**src/rtl/cfg_align_pkg.sv**
```systemverilog
package cfg_align_pkg;

  localparam int unsigned HIST_DEPTH = 4;
  localparam logic [7:0]  SYNC_BYTE  = 8'hFF;
  localparam logic [3:0]  COMP_NIB   = 4'h3;

  typedef enum logic [1:0] {
    ST_SEARCH = 2'd0,
    ST_REPLAY = 2'd1,
    ST_PASS   = 2'd2
  } align_state_e;

  // index of the oldest preamble byte in the history (preamble length - 1)
  function automatic logic [1:0] replay_top(input logic comp);
    return comp ? 2'd1 : 2'd3;
  endfunction

  // saturating count of consecutive 0xFF bytes seen so far
  function automatic logic [1:0] next_run(input logic [1:0] run, input logic [7:0] b);
    if (b != SYNC_BYTE) return 2'd0;
    return (run == 2'd3) ? 2'd3 : run + 2'd1;
  endfunction

  // does byte b complete a preamble given the run before it
  function automatic logic sync_hit(input logic comp, input logic [1:0] run,
                                    input logic [7:0] b);
    if (comp) return (run != 2'd0) && (b[7:4] == COMP_NIB);
    return (run == 2'd3) && (b == SYNC_BYTE);
  endfunction

endpackage

```
**src/rtl/cfg_align_matcher.sv**
```systemverilog
module cfg_align_matcher
  import cfg_align_pkg::*;
#(
  parameter int unsigned OFS_W = 16
) (
  input  logic                        clk,
  input  logic                        rst_n,
  input  logic                        comp,
  input  logic                        take,
  input  logic [7:0]                  byte_i,
  input  logic                        last_i,
  output logic                        hit,
  output logic [OFS_W-1:0]            hit_offset,
  output logic [HIST_DEPTH-1:0][7:0]  hist
);

  logic [1:0]       run_q;
  logic [OFS_W-1:0] idx_q;

  always_comb begin
    hit        = sync_hit(comp, run_q, byte_i);
    hit_offset = idx_q - OFS_W'(replay_top(comp));
  end

  always_ff @(posedge clk) begin
    if (!rst_n) begin
      run_q <= '0;
      idx_q <= '0;
    end else if (take) begin
      if (hit || last_i) begin
        run_q <= '0;
        idx_q <= '0;
      end else begin
        run_q <= next_run(run_q, byte_i);
        idx_q <= idx_q + OFS_W'(1);
      end
    end
  end

  // newest byte in entry 0, older bytes shift toward the top
  always_ff @(posedge clk) begin
    if (!rst_n) hist[0] <= '0;
    else if (take) hist[0] <= byte_i;
  end

  for (genvar k = 1; k < HIST_DEPTH; k++) begin : g_hist
    always_ff @(posedge clk) begin
      if (!rst_n) hist[k] <= '0;
      else if (take) hist[k] <= hist[k-1];
    end
  end

endmodule

```
**src/rtl/cfg_align_ctrl.sv**
```systemverilog
module cfg_align_ctrl
  import cfg_align_pkg::*;
#(
  parameter int unsigned OFS_W = 16
) (
  input  logic                        clk,
  input  logic                        rst_n,
  input  logic                        comp,
  input  logic                        in_valid,
  input  logic [7:0]                  in_data,
  input  logic                        in_last,
  output logic                        in_ready,
  output logic                        out_valid,
  output logic [7:0]                  out_data,
  output logic                        out_last,
  input  logic                        out_ready,
  input  logic                        hit,
  input  logic [OFS_W-1:0]            hit_offset,
  input  logic [HIST_DEPTH-1:0][7:0]  hist,
  output logic                        take,
  output logic                        sync_found,
  output logic [OFS_W-1:0]            sync_offset,
  output logic                        no_sync_err,
  output align_state_e                state
);

  logic [1:0] rep_idx_q;
  logic       last_pend_q;

  always_comb begin
    in_ready  = 1'b0;
    out_valid = 1'b0;
    out_data  = in_data;
    out_last  = 1'b0;
    unique case (state)
      ST_SEARCH: in_ready = 1'b1;
      ST_REPLAY: begin
        out_valid = 1'b1;
        out_data  = hist[rep_idx_q];
        out_last  = last_pend_q && (rep_idx_q == 2'd0);
      end
      default: begin
        in_ready  = out_ready;
        out_valid = in_valid;
        out_last  = in_last;
      end
    endcase
    take = in_valid && (state == ST_SEARCH);
  end

  always_ff @(posedge clk) begin
    if (!rst_n) begin
      state       <= ST_SEARCH;
      rep_idx_q   <= '0;
      last_pend_q <= 1'b0;
      sync_found  <= 1'b0;
      sync_offset <= '0;
      no_sync_err <= 1'b0;
    end else begin
      sync_found <= 1'b0;
      unique case (state)
        ST_SEARCH: if (take) begin
          if (hit) begin
            state       <= ST_REPLAY;
            rep_idx_q   <= replay_top(comp);
            last_pend_q <= in_last;
            sync_found  <= 1'b1;
            sync_offset <= hit_offset;
          end else if (in_last) begin
            no_sync_err <= 1'b1;
          end
        end
        ST_REPLAY: if (out_ready) begin
          if (rep_idx_q == 2'd0) state <= last_pend_q ? ST_SEARCH : ST_PASS;
          else rep_idx_q <= rep_idx_q - 2'd1;
        end
        default: if (in_valid && out_ready && in_last) state <= ST_SEARCH;
      endcase
    end
  end

endmodule

```
**src/rtl/cfg_sync_aligner.sv**
```systemverilog
module cfg_sync_aligner
  import cfg_align_pkg::*;
#(
  parameter int unsigned OFS_W = 16
) (
  input  logic             clk,
  input  logic             rst_n,
  input  logic             mode_comp,
  input  logic             in_valid,
  input  logic [7:0]       in_data,
  input  logic             in_last,
  output logic             in_ready,
  output logic             out_valid,
  output logic [7:0]       out_data,
  output logic             out_last,
  input  logic             out_ready,
  output logic             sync_found,
  output logic [OFS_W-1:0] sync_offset,
  output logic             no_sync_err
);

  logic                       take;
  logic                       hit;
  logic [OFS_W-1:0]           hit_offset;
  logic [HIST_DEPTH-1:0][7:0] hist;
  align_state_e               state;

  // named events for the checker
  logic search_active, replay_active, pass_active;
  assign search_active = (state == ST_SEARCH);
  assign replay_active = (state == ST_REPLAY);
  assign pass_active   = (state == ST_PASS);

  cfg_align_matcher #(.OFS_W(OFS_W)) matcher_i (
    .clk        (clk),
    .rst_n      (rst_n),
    .comp       (mode_comp),
    .take       (take),
    .byte_i     (in_data),
    .last_i     (in_last),
    .hit        (hit),
    .hit_offset (hit_offset),
    .hist       (hist)
  );

  cfg_align_ctrl #(.OFS_W(OFS_W)) ctrl_i (
    .clk         (clk),
    .rst_n       (rst_n),
    .comp        (mode_comp),
    .in_valid    (in_valid),
    .in_data     (in_data),
    .in_last     (in_last),
    .in_ready    (in_ready),
    .out_valid   (out_valid),
    .out_data    (out_data),
    .out_last    (out_last),
    .out_ready   (out_ready),
    .hit         (hit),
    .hit_offset  (hit_offset),
    .hist        (hist),
    .take        (take),
    .sync_found  (sync_found),
    .sync_offset (sync_offset),
    .no_sync_err (no_sync_err),
    .state       (state)
  );

endmodule

```
**config.mk**
```make
export PLATFORM = sky130hd
export DESIGN_NAME = cfg_sync_aligner
export DESIGN_NICKNAME = d
export VERILOG_FILES = /design/src/rtl/cfg_align_pkg.sv /design/src/rtl/cfg_align_matcher.sv /design/src/rtl/cfg_align_ctrl.sv /design/src/rtl/cfg_sync_aligner.sv
export SDC_FILE = /design/constraint.sdc
export NUM_CORES = 1
export LEC_CHECK = 0
export BUFFER_PORTS_ARGS = -buffer_cell sky130_fd_sc_hd__buf_2
export CAP_MARGIN = 20
export CORE_ASPECT_RATIO = 0.75
export CORE_MARGIN = 2
export CORE_UTILIZATION = 50
export DETAILED_ROUTE_END_ITERATION = 10
export PLACE_DENSITY = 0.73
export SLEW_MARGIN = 20
export SYNTH_ARGS = -nofsm -noshare
export SYNTH_HDL_FRONTEND = slang
export SYNTH_SLANG_ARGS = --single-unit
```
**constraint.sdc**
```tcl
create_clock -name clk -period 2.1 [get_ports clk]
set_input_delay 0.105 -clock clk [delete_from_list [all_inputs] [get_ports clk]]
set_output_delay 0.105 -clock clk [all_outputs]
set_load 0.02 [all_outputs]
```
Yosys cells after proc, flatten, opt, wreduce, memory -nomap -nowiden:

Index checks and enable logic that the tools add are counted.

* bits in registers: 73
* logic and storage cells: 77
* input port bits: 14
* output and inout bits: 29

* reduce and logical (&&, ||, !) cells: 17
* muxes and demuxes: 32
* add/sub/neg operators: 4
* eq/ne operators: 10
* magnitude comparators: 1
* bitwise logic cells: 1

Operator list (number)
* $mux 2: 15
* $add 16x1->16 const B: 1
* $bmux 8 s2: 1
* $mux 16: 1
* $mux 8: 2
* $sub 16x2->16: 1
* $reduce_and 5->1: 2
* $eq 8x8->1 const B: 1
* $mux 1: 8
* $ne 8x8->1 const B: 1
* $pmux 2 s2: 2
* $logic_and 1x1->1: 6
* $ne 2x1->1 const B: 3
* $pmux 1 s2: 3
* $reduce_and 3->1: 2
* $eq 4x2->1 const B: 1
* $logic_not 2->1: 2
* $ne 2x2->1 const B: 2
* $reduce_and 4->1: 1
* $reduce_bool 2->1: 2
* $lt 2x3->1 const B: 1
* $reduce_bool 3->1: 1
* $add 2x1->2 const B: 1
* $eq 2x1->1 const B: 1
* other kinds (4): 4

Longest topological paths before layout:

Gate-level depths: netlist (run 1).

* word-level depth: 10
* depth in mapped cells: 7
* gate-level depth less buffers: 6

By module:

Synthesis (run 1) repeated with hierarchy kept, for this count alone.

* cell total of the unflattened synthesis: 416
* area total of the unflattened synthesis: 3724.8 sq um

By module, submodules not included
* cfg_align_matcher: area each 2492.4 sq um, times used 1, cells an instance 263, seq. area each 1001.0 sq um
* cfg_align_ctrl: area each 1232.4 sq um, times used 1, cells an instance 153, seq. area each 460.4 sq um

Least setup slack after synthesis (run 1):

No wires, ideal clock.

* path type: flip-flop to flip-flop
* start: register matcher_i.idx_q[1]
* end: register ctrl_i.sync_offset[15]
* cell stages (with the launch flop): 6
* period minus slack after synthesis: 2.059 ns
* data arrival time: 1.984 ns
* setup time: 0.074 ns
* data required time: 2.026 ns
* path buffers: 0
* setup slack: 0.041 ns
* cells stage by stage: dfxtp_1 > ha_1 > a2111o_1 > or3_1 > or4_1 > a31oi_1

* longest elaborated chain between the ends: 1

RTL lines
* start, declared: line cfg_align_matcher.sv:18 `logic [OFS_W-1:0] idx_q;`
* start signal, assigned: line cfg_align_matcher.sv:35 `idx_q <= idx_q + OFS_W'(1);`
* $sub 16x2->16: line cfg_align_matcher.sv:22 `hit_offset = idx_q - OFS_W'(replay_top(comp));`
* end signal, assigned: line cfg_align_ctrl.sv:68 `sync_offset <= hit_offset;`
* end, declared: line cfg_align_ctrl.sv:22 `output logic [OFS_W-1:0] sync_offset,`

No other way between the ends.
A chain may end at the register's enable or synchronous reset.

Final worst setup path (run 1):

* start: register ctrl_i.rep_idx_q[1]
* end: output out_data[0]

* longest elaborated chain between the ends: 3

RTL lines
* start, declared: line cfg_align_ctrl.sv:27 `logic [1:0] rep_idx_q;`
* start signal, assigned: line cfg_align_ctrl.sv:65 `rep_idx_q <= replay_top(comp);`
* start signal, assigned: line cfg_align_ctrl.sv:75 `else rep_idx_q <= rep_idx_q - 2'd1;`
* $bmux 8 s2: line cfg_align_ctrl.sv:39 `out_data = hist[rep_idx_q];`
* $mux 8 (implied by the code): line cfg_align_ctrl.sv:39
* $mux 8: line cfg_align_ctrl.sv:35 `unique case (state)`
* end, declared: line cfg_sync_aligner.sv:14 `output logic [7:0] out_data,`

No other way between the ends. The select of a mux whose other input is x is not followed.

==> metrics.csv, run 1 <==
metric,value,unit
Via density,5.66,
dpl hpwl,6110,microns
post-synth cell types,54,
GRT overflow,0,
number of global-route vias before repair,3069,
"Power, Total",2.76,mW
initial drt markers,278,
fin nets,497,
Die Height,79.2,microns
WP data arrival,1.88,ns
Antenna Violating Nets Remaining,0,
Async SR Flop Fraction,0,%
critical path required time,2.00,ns
"FF+latch count, synth",73,
Synth area leaders,"dfxtp_1 (39%), a21boi_0 (8.4%), nand2_1 (8.2%)",
Post-synth EDFFs,0,
Leak,1.72,nW
I/O Buffers,42,
post-synthesis sequential area ratio,38.8,%
Cell Pwr Density,633,nW/um^2
hold_sp,in_data[3],
RSZ-0062 raised after global routing,no,
# setup viols final,0,
"Primary FF master, synth",dfxtp_1,
CP max stage delay,0.60,ns
worst skew pair latency,0.36,ns
largest net degree at the start of global routing,51,
buffers inserted by post-CTS timing repair,0,
clock buffer depth,2,
detailed-route DRC error count,0,
Max Fanout on Critical Path,9,
Hold Path Sink,matcher_i.hist[3]$_SDFFE_PN0P_,
Int Pwr,2.07,mW
crit path cell chain,buf_4 -> mux4_2 -> mux2_2 -> buf_2,
post-route setup TNS,0,ns
layout cell share with drive strength beyond 1,22.9,%
worst hold path type,input pin to flop,
total track usage,22.9,%
Synth top area share,38.8,%
Root Driver,clkbuf_8,
P&R area growth vs syn,15.6,%
Row Count,27,
TritonCTS Sinks,73,
R2R Setup Slk,0.12,ns
most frequent cells in the layout,"nand2_1 (82), dfxtp_1 (73), a21boi_0 (42), buf_2 (42), buf_4 (25)",
status,"complete, no violations",
CP Depth,4,
GP Congestion,0.869,
die area,8250,sq um
count of final max-slew check failures,0,
clock network power share,41.0,%
initial antenna violation count,0,
Inserted Clock Buffers,9,
dpl cells,569,
Max VDD drop,0.305,mV
NetSw,0.684,mW
Gate power share,7.6,%
"Cell Area, Synth",3770,sq um
mean post-synth cell area,8.57,sq um
Non-Filler Instances,585,
Reg2Reg Depth,6,
crit path from,ctrl_i.rep_idx_q[1]$_SDFFE_PN0P_,
Initial Utilization,51.4,%
Final period util,94.7,%
"leading cell type in the layout, fill and taps excluded",nand2_1,
Synth Instances,440,
# diodes,0,
Yosys Warn Count,0,
CTS HTree Levels,3,
leading area contributor after synthesis,dfxtp_1,
vias post-DR,3310,
Worst setup SP type,flop,
CP Class,flop to primary output,
DRT Pass-1 Iters,5,
CP max-delay cell,dfxtp_1,
FF-to-FF End,ctrl_i.sync_offset[8]$_SDFFE_PN0P_,
Post-Route WL,8860,microns
CORE AREA,7330,sq um
RR Startpoint,matcher_i.idx_q[1]$_SDFFE_PN0P_,
Bufs and invs on worst path,2,
sequential share of power,51.4,%
"Hold Vio Cnt, Final",0,
"Net Count, Synth",458,
Worst setup EP type,primary output,
Rel. slew slack,68.7,%
switching share of power,24.8,%
TritonCTS clock tree,built,
average routed wire per standard cell,15.2,microns
Die Width,104,microns
Peak Freq,0.503,GHz
IO Count,43,
Clock Skews,0.0102,ns
hold depth,3,
clock-pin slew on the worst setup and hold paths,0.08,ns
first-pass GRT wire length,15000,microns
max_cap viols,0,
slew at the pin with the worst max-slew slack,0.467,ns
CP top delay family,flip-flops,
Period minus WS final,1.99,ns
## state kept, by name, summed over array words and instances (netlist names)
name / flops
ctrl_i.state: 2
matcher_i.run_q: 2
ctrl_i.rep_idx_q: 2
ctrl_i.no_sync_err: 1
matcher_i.hist: 32
ctrl_i.sync_found: 1
ctrl_i.last_pend_q: 1
matcher_i.idx_q: 16
ctrl_i.sync_offset: 16
## per-layer routing
metal  global-route usage (%)  wire (microns)  up-vias
li1                         -               -     1651
met1                     32.8            4410     1539
met2                     33.0            3680      112
met3                     6.65             678        8
met4                     7.30              97        0
met5                        0               0        -
## worst min-delay path: stages
cell      delay [ns]
buf_2           0.11
nand2_1         0.05
a21boi_0        0.06
## repair_timing
action / 4_1_cts / 5_1_grt
endpoints found under the setup margin: 0 / 4
resized for setup: 0 / 3
hold buffers: 0 / 0
## power groups by stage
| stage | Sequential (mW) | Clock, mW | Combinational [mW] |
|---|---|---|---|
| 2_1_floorplan | 1.45 | 0 | 0.133 |
| 3_3_place_gp | 1.45 | 0 | 0.202 |
| 3_5_place_dp | 1.45 | 0 | 0.204 |
| 4_1_cts | 1.42 | 1.16 | 0.206 |
| 5_1_grt | 1.42 | 1.21 | 0.229 |
| 6_report | 1.42 | 1.13 | 0.208 |
## layout make-up
type                    count  area, sq um
flip-flops and latches     73         1460
fillers                   654         2980
clock inverters             6         66.3
inverters                   7         26.3
clock buffers              10          138
well taps                 101          126
repair buffers             67          398
multi-input cells         321         2140
## cells in the mapped netlist, types with 4 or more instances
master / instances
or3_1: 10
o21ai_0: 16
mux4_2: 8
nor3_1: 10
o31ai_1: 12
xnor2_1: 10
o21a_1: 6
nand2_1: 82
nor4_1: 6
a21boi_0: 42
mux2_2: 8
a21oi_1: 15
dfxtp_1: 73
buf_2: 4
nand3_1: 17
clkbuf_1: 31
nor2_1: 10
inv_1: 7
nand4_1: 7
xor2_1: 4
## kinds of logic after synthesis
logic type / after synthesis / share of synthesized area [%]
fa+ha+maj: 4 / 1.53
flops: 73 / 38.8
mux: 18 / 7.70
compound gates: 112 / 20.6
xor+xnor: 14 / 3.25
simple gates: 173 / 23.1
buf+inv: 46 / 5.01
## worst max-delay path by stage
stage	endpoint	slack, ns
floorplan	ctrl_i.sync_offset[15]$_SDFFE_PN0P_	0.04
global placement	ctrl_i.sync_offset[12]$_SDFFE_PN0P_	0.1
detailed placement	ctrl_i.sync_offset[12]$_SDFFE_PN0P_	0.07
CTS	ctrl_i.sync_offset[12]$_SDFFE_PN0P_	0.06
global route	matcher_i.idx_q[13]$_SDFFE_PN0P_	0.005
finish	out_data[0]	0.11
## stage by stage
step	cell area (sq um)	worst slack (ns)	utilization (%)	hold slack, ns
3_5_place_dp	4140	0.0700	56.4	0.391
3_3_place_gp	4140	0.0965	56.4	0.375
4_1_cts	4340	0.0601	59.2	0.0137
5_1_grt	4360	0.00494	59.4	0.0193
6_report	4360	0.112	59.4	0.0271
2_1_floorplan	3770	0.0414	-	0.250
Note: power is estimated with default switching activity, not from simulation.
==> inputs of run 2 (changes only) <==
--- a/config.mk
+++ b/config.mk
@@ -5,12 +5,14 @@
 export SDC_FILE = /design/constraint.sdc
 export NUM_CORES = 1
 export LEC_CHECK = 0
+export ABC_AREA = 1
 export BUFFER_PORTS_ARGS = -buffer_cell sky130_fd_sc_hd__buf_2
 export CAP_MARGIN = 20
 export CORE_ASPECT_RATIO = 0.75
 export CORE_MARGIN = 2
 export CORE_UTILIZATION = 50
 export DETAILED_ROUTE_END_ITERATION = 10
+export MAX_ROUTING_LAYER = met4
 export PLACE_DENSITY = 0.73
 export SLEW_MARGIN = 20
 export SYNTH_ARGS = -nofsm -noshare
==> run 2 against run 1 <==
Compared with the run above:
- sequential cell count did not move
- critical path type unchanged
- synthesized area decreased by 2.1%
- worst hold slack gained 0.015 ns
- total power increased by 5.3%
- final cell count is 20% higher
- first-iteration DRC count is 22% lower
- highest routed layer unchanged
- largest cell class unchanged
==> metrics.csv, run 2 <==
metric,value,unit,change
Cell Pwr Density,698,nW/um^2,+10%
Die Width,103,microns,-0.99%
worst hold path type,input pin to flop,,
"Cell Area, Synth",3690,sq um,-2.1%
TritonCTS Sinks,73,,unchanged
CP max stage delay,0.57,ns,-0.03 ns
Via density,5.15,,-8.9%
Async SR Flop Fraction,0,%,unchanged
CP Class,flop to primary output,,
Hold Path Sink,matcher_i.hist[3]$_SDFFE_PN0P_,,
Regs by FF count,"matcher_i.hist x32, ctrl_i.sync_offset x16, matcher_i.idx_q x16",,
max_cap viols,0,,unchanged
DRT Pass-1 Iters,5,,unchanged
clock-pin slew on the worst setup and hold paths,0.07,ns,about the same
post-synth cell types,33,,-39%
Inserted Clock Buffers,9,,unchanged
initial antenna violation count,0,,unchanged
FF-to-FF End,ctrl_i.sync_offset[10]$_SDFFE_PN0P_,,
TritonCTS clock tree,built,,
slew at the pin with the worst max-slew slack,0.582,ns,+0.115 ns
crit path cell chain,inv_2 -> ha_1 -> a32o_1 -> buf_2,,
R2R Setup Slk,0.22,ns,+0.10 ns
RSZ-0062 raised after global routing,no,,
# diodes,0,,unchanged
initial drt markers,217,,-22%
first-pass GRT wire length,15300,microns,+1.9%
post-synthesis sequential area ratio,39.6,%,+0.81 points
total track usage,25.3,%,+2.4 points
Worst setup SP type,flop,,
clock buffer depth,2,,unchanged
GP Congestion,0.915,,+5.3%
largest register by flop count,matcher_i.hist,,
fin nets,616,,+24%
Post-Layout Inst Area,4160,sq um,-4.5%
post-place instance area,3950,sq um,-4.4%
detailed-route DRC error count,0,,unchanged
Clock Skews,0.00618,ns,-0.00404 ns
average routed wire per standard cell,13.3,microns,-12%
met3 routed WL,711,microns,+4.9%
"count leader, synth",nor2_1,,
Period minus WS final,1.93,ns,-0.0618 ns
Reg2Reg Depth,9,,+3
Post-synth top cells,"nor2_1 (156), nand2_1 (96), dfxtp_1 (73), o21ai_0 (59), inv_1 (41)",,
IO Count,43,,unchanged
"FF+latch count, synth",73,,unchanged
vias post-DR,3623,,+9.5%
Post-Route WL,9370,microns,+5.7%
Max Fanout on Critical Path,10,,+1
"Net Count, Synth",581,,+27%
dpl hpwl,6600,microns,+8.1%
Die Height,78.4,microns,-0.98%
Bufs and invs on worst path,2,,unchanged
Synth area leaders,"dfxtp_1 (40%), nor2_1 (16%), nand2_1 (9.8%)",,
Leak,1.83,nW,+6.8%
Synth Instances,563,,+28%
number of global-route vias before repair,3113,,+1.4%
CP top delay family,flip-flops,,
# setup viols final,0,,unchanged
post-route setup TNS,0,ns,unchanged
Max VDD drop,0.332,mV,+8.7%
buffers inserted by post-CTS timing repair,0,,unchanged
Peak Freq,0.519,GHz,+3.2%
Initial Utilization,50.8,%,-0.59 points
most frequent cells in the layout,"nor2_1 (156), nand2_1 (96), dfxtp_1 (73)",,
critical path required time,2.00,ns,about the same
GRT overflow,0,,unchanged
Worst setup EP type,primary output,,
P&R area growth vs syn,12.7,%,
worst skew pair latency,0.35,ns,about the same
top sig layer,met4,,
largest net degree at the start of global routing,46,,-9.8%
Final period util,91.7,%,-2.9 points
Row Count,27,,unchanged
post-CTS sizing,0,,unchanged
wire length on met2,3830,microns,+4.1%
WP data arrival,1.82,ns,-0.06 ns
leading area contributor after synthesis,dfxtp_1,,
layout cell share with drive strength beyond 1,12.8,%,-10 points
RR Startpoint,matcher_i.idx_q[0]$_SDFFE_PN0P_,,
"Primary FF master, synth",dfxtp_1,,
CP max-delay cell,dfxtp_1,,
Synth top area share,39.6,%,+0.81 points
hold_sp,in_data[3],,
max reg flops,32,,unchanged
status,"complete, no violations",,
Antenna Violating Nets Remaining,0,,unchanged
CORE AREA,7260,sq um,-0.92%
die area,8090,sq um,-2.0%
Yosys Warn Count,0,,unchanged
mean post-synth cell area,6.56,sq um,-23%
hold depth,3,,unchanged
"Hold Vio Cnt, Final",0,,unchanged
wl on met1,4760,microns,+7.9%
count of final max-slew check failures,0,,unchanged
Rel. slew slack,60.9,%,-7.8 points
I/O Buffers,42,,unchanged
"leading cell type in the layout, fill and taps excluded",nor2_1,,
Post-synth EDFFs,0,,unchanged
Root Driver,clkbuf_8,,
CTS HTree Levels,3,,unchanged
"Hold-fix buffers, CTS",0,,unchanged
## run 2: report_power, final
group	internal (mW)	switching, mW	total (mW)
registers	1.43	0.0302	1.46
logic	0.0832	0.162	0.245
clock network	0.694	0.506	1.20
## run 2: cell families after synthesis
logic type,count (synthesis),synth area share [%]
DFF,73,39.6
adders and majority gates,4,1.56
and+or+nand+nor,302,33.8
buffers and inverters,71,8.07
xor gates and xnor gates,9,2.14
AOI/OAI and AO/OA,104,14.8
## run 2: final cells by class
cell class / count / area [sq um]
Multi-Input combinational cell: 419 / 1930
Fill cell: 720 / 3100
Inverter: 47 / 176
Tap cell: 101 / 126
Sequential cell: 73 / 1460
Timing Repair Buffer: 48 / 255
Clock buffer: 12 / 145
Clock inverter: 3 / 65.1
## run 2: layer usage
metal	track usage, %	vias to the layer above
li1	-	1878
met1	38.8	1614
met2	33.2	122
met3	6.59	9
met4	4.74	0
met5	-	-
## run 2: worst register-to-register path, delay by kind of cell, from the launching register on
family	cells	cell delay, ns
simple gates	6	0.79
fa+ha+maj	1	0.45
flops	1	0.36
buf+inv	1	0.08
compound gates	1	0.06
## run 2: worst max path at each step
stage                                      from                             endpoint  depth (start not counted)
2_1_floorplan  ctrl_i.rep_idx_q[0]$_SDFFE_PN0P_     ctrl_i.rep_idx_q[1]$_SDFFE_PN0P_                         11
3_3_place_gp    matcher_i.idx_q[0]$_SDFFE_PN0P_  ctrl_i.sync_offset[10]$_SDFFE_PN0P_                          9
3_5_place_dp    matcher_i.idx_q[0]$_SDFFE_PN0P_  ctrl_i.sync_offset[10]$_SDFFE_PN0P_                          9
4_1_cts        ctrl_i.rep_idx_q[1]$_SDFFE_PN0P_                             out_last                          4
5_1_grt         matcher_i.idx_q[0]$_SDFFE_PN0P_  ctrl_i.sync_offset[10]$_SDFFE_PN0P_                          9
6_report       ctrl_i.rep_idx_q[1]$_SDFFE_PN0P_                             out_last                          4
## run 2: metrics by stage
stage | hold slack [ns] | power [mW] | util (%) | cells | setup slack, ns
final | 0.0421 | 2.90 | 57.3 | 703 | 0.174
after global routing | 0.0455 | 3.03 | 57.3 | 703 | 0.0931
after CTS | 0.0348 | 2.92 | 57.3 | 703 | 0.167
after detailed placement | 0.401 | 1.73 | 54.4 | 688 | 0.315
after global placement | 0.391 | 1.73 | 54.4 | 688 | 0.354
after floorplan | 0.248 | 1.66 | - | 563 | 0.464
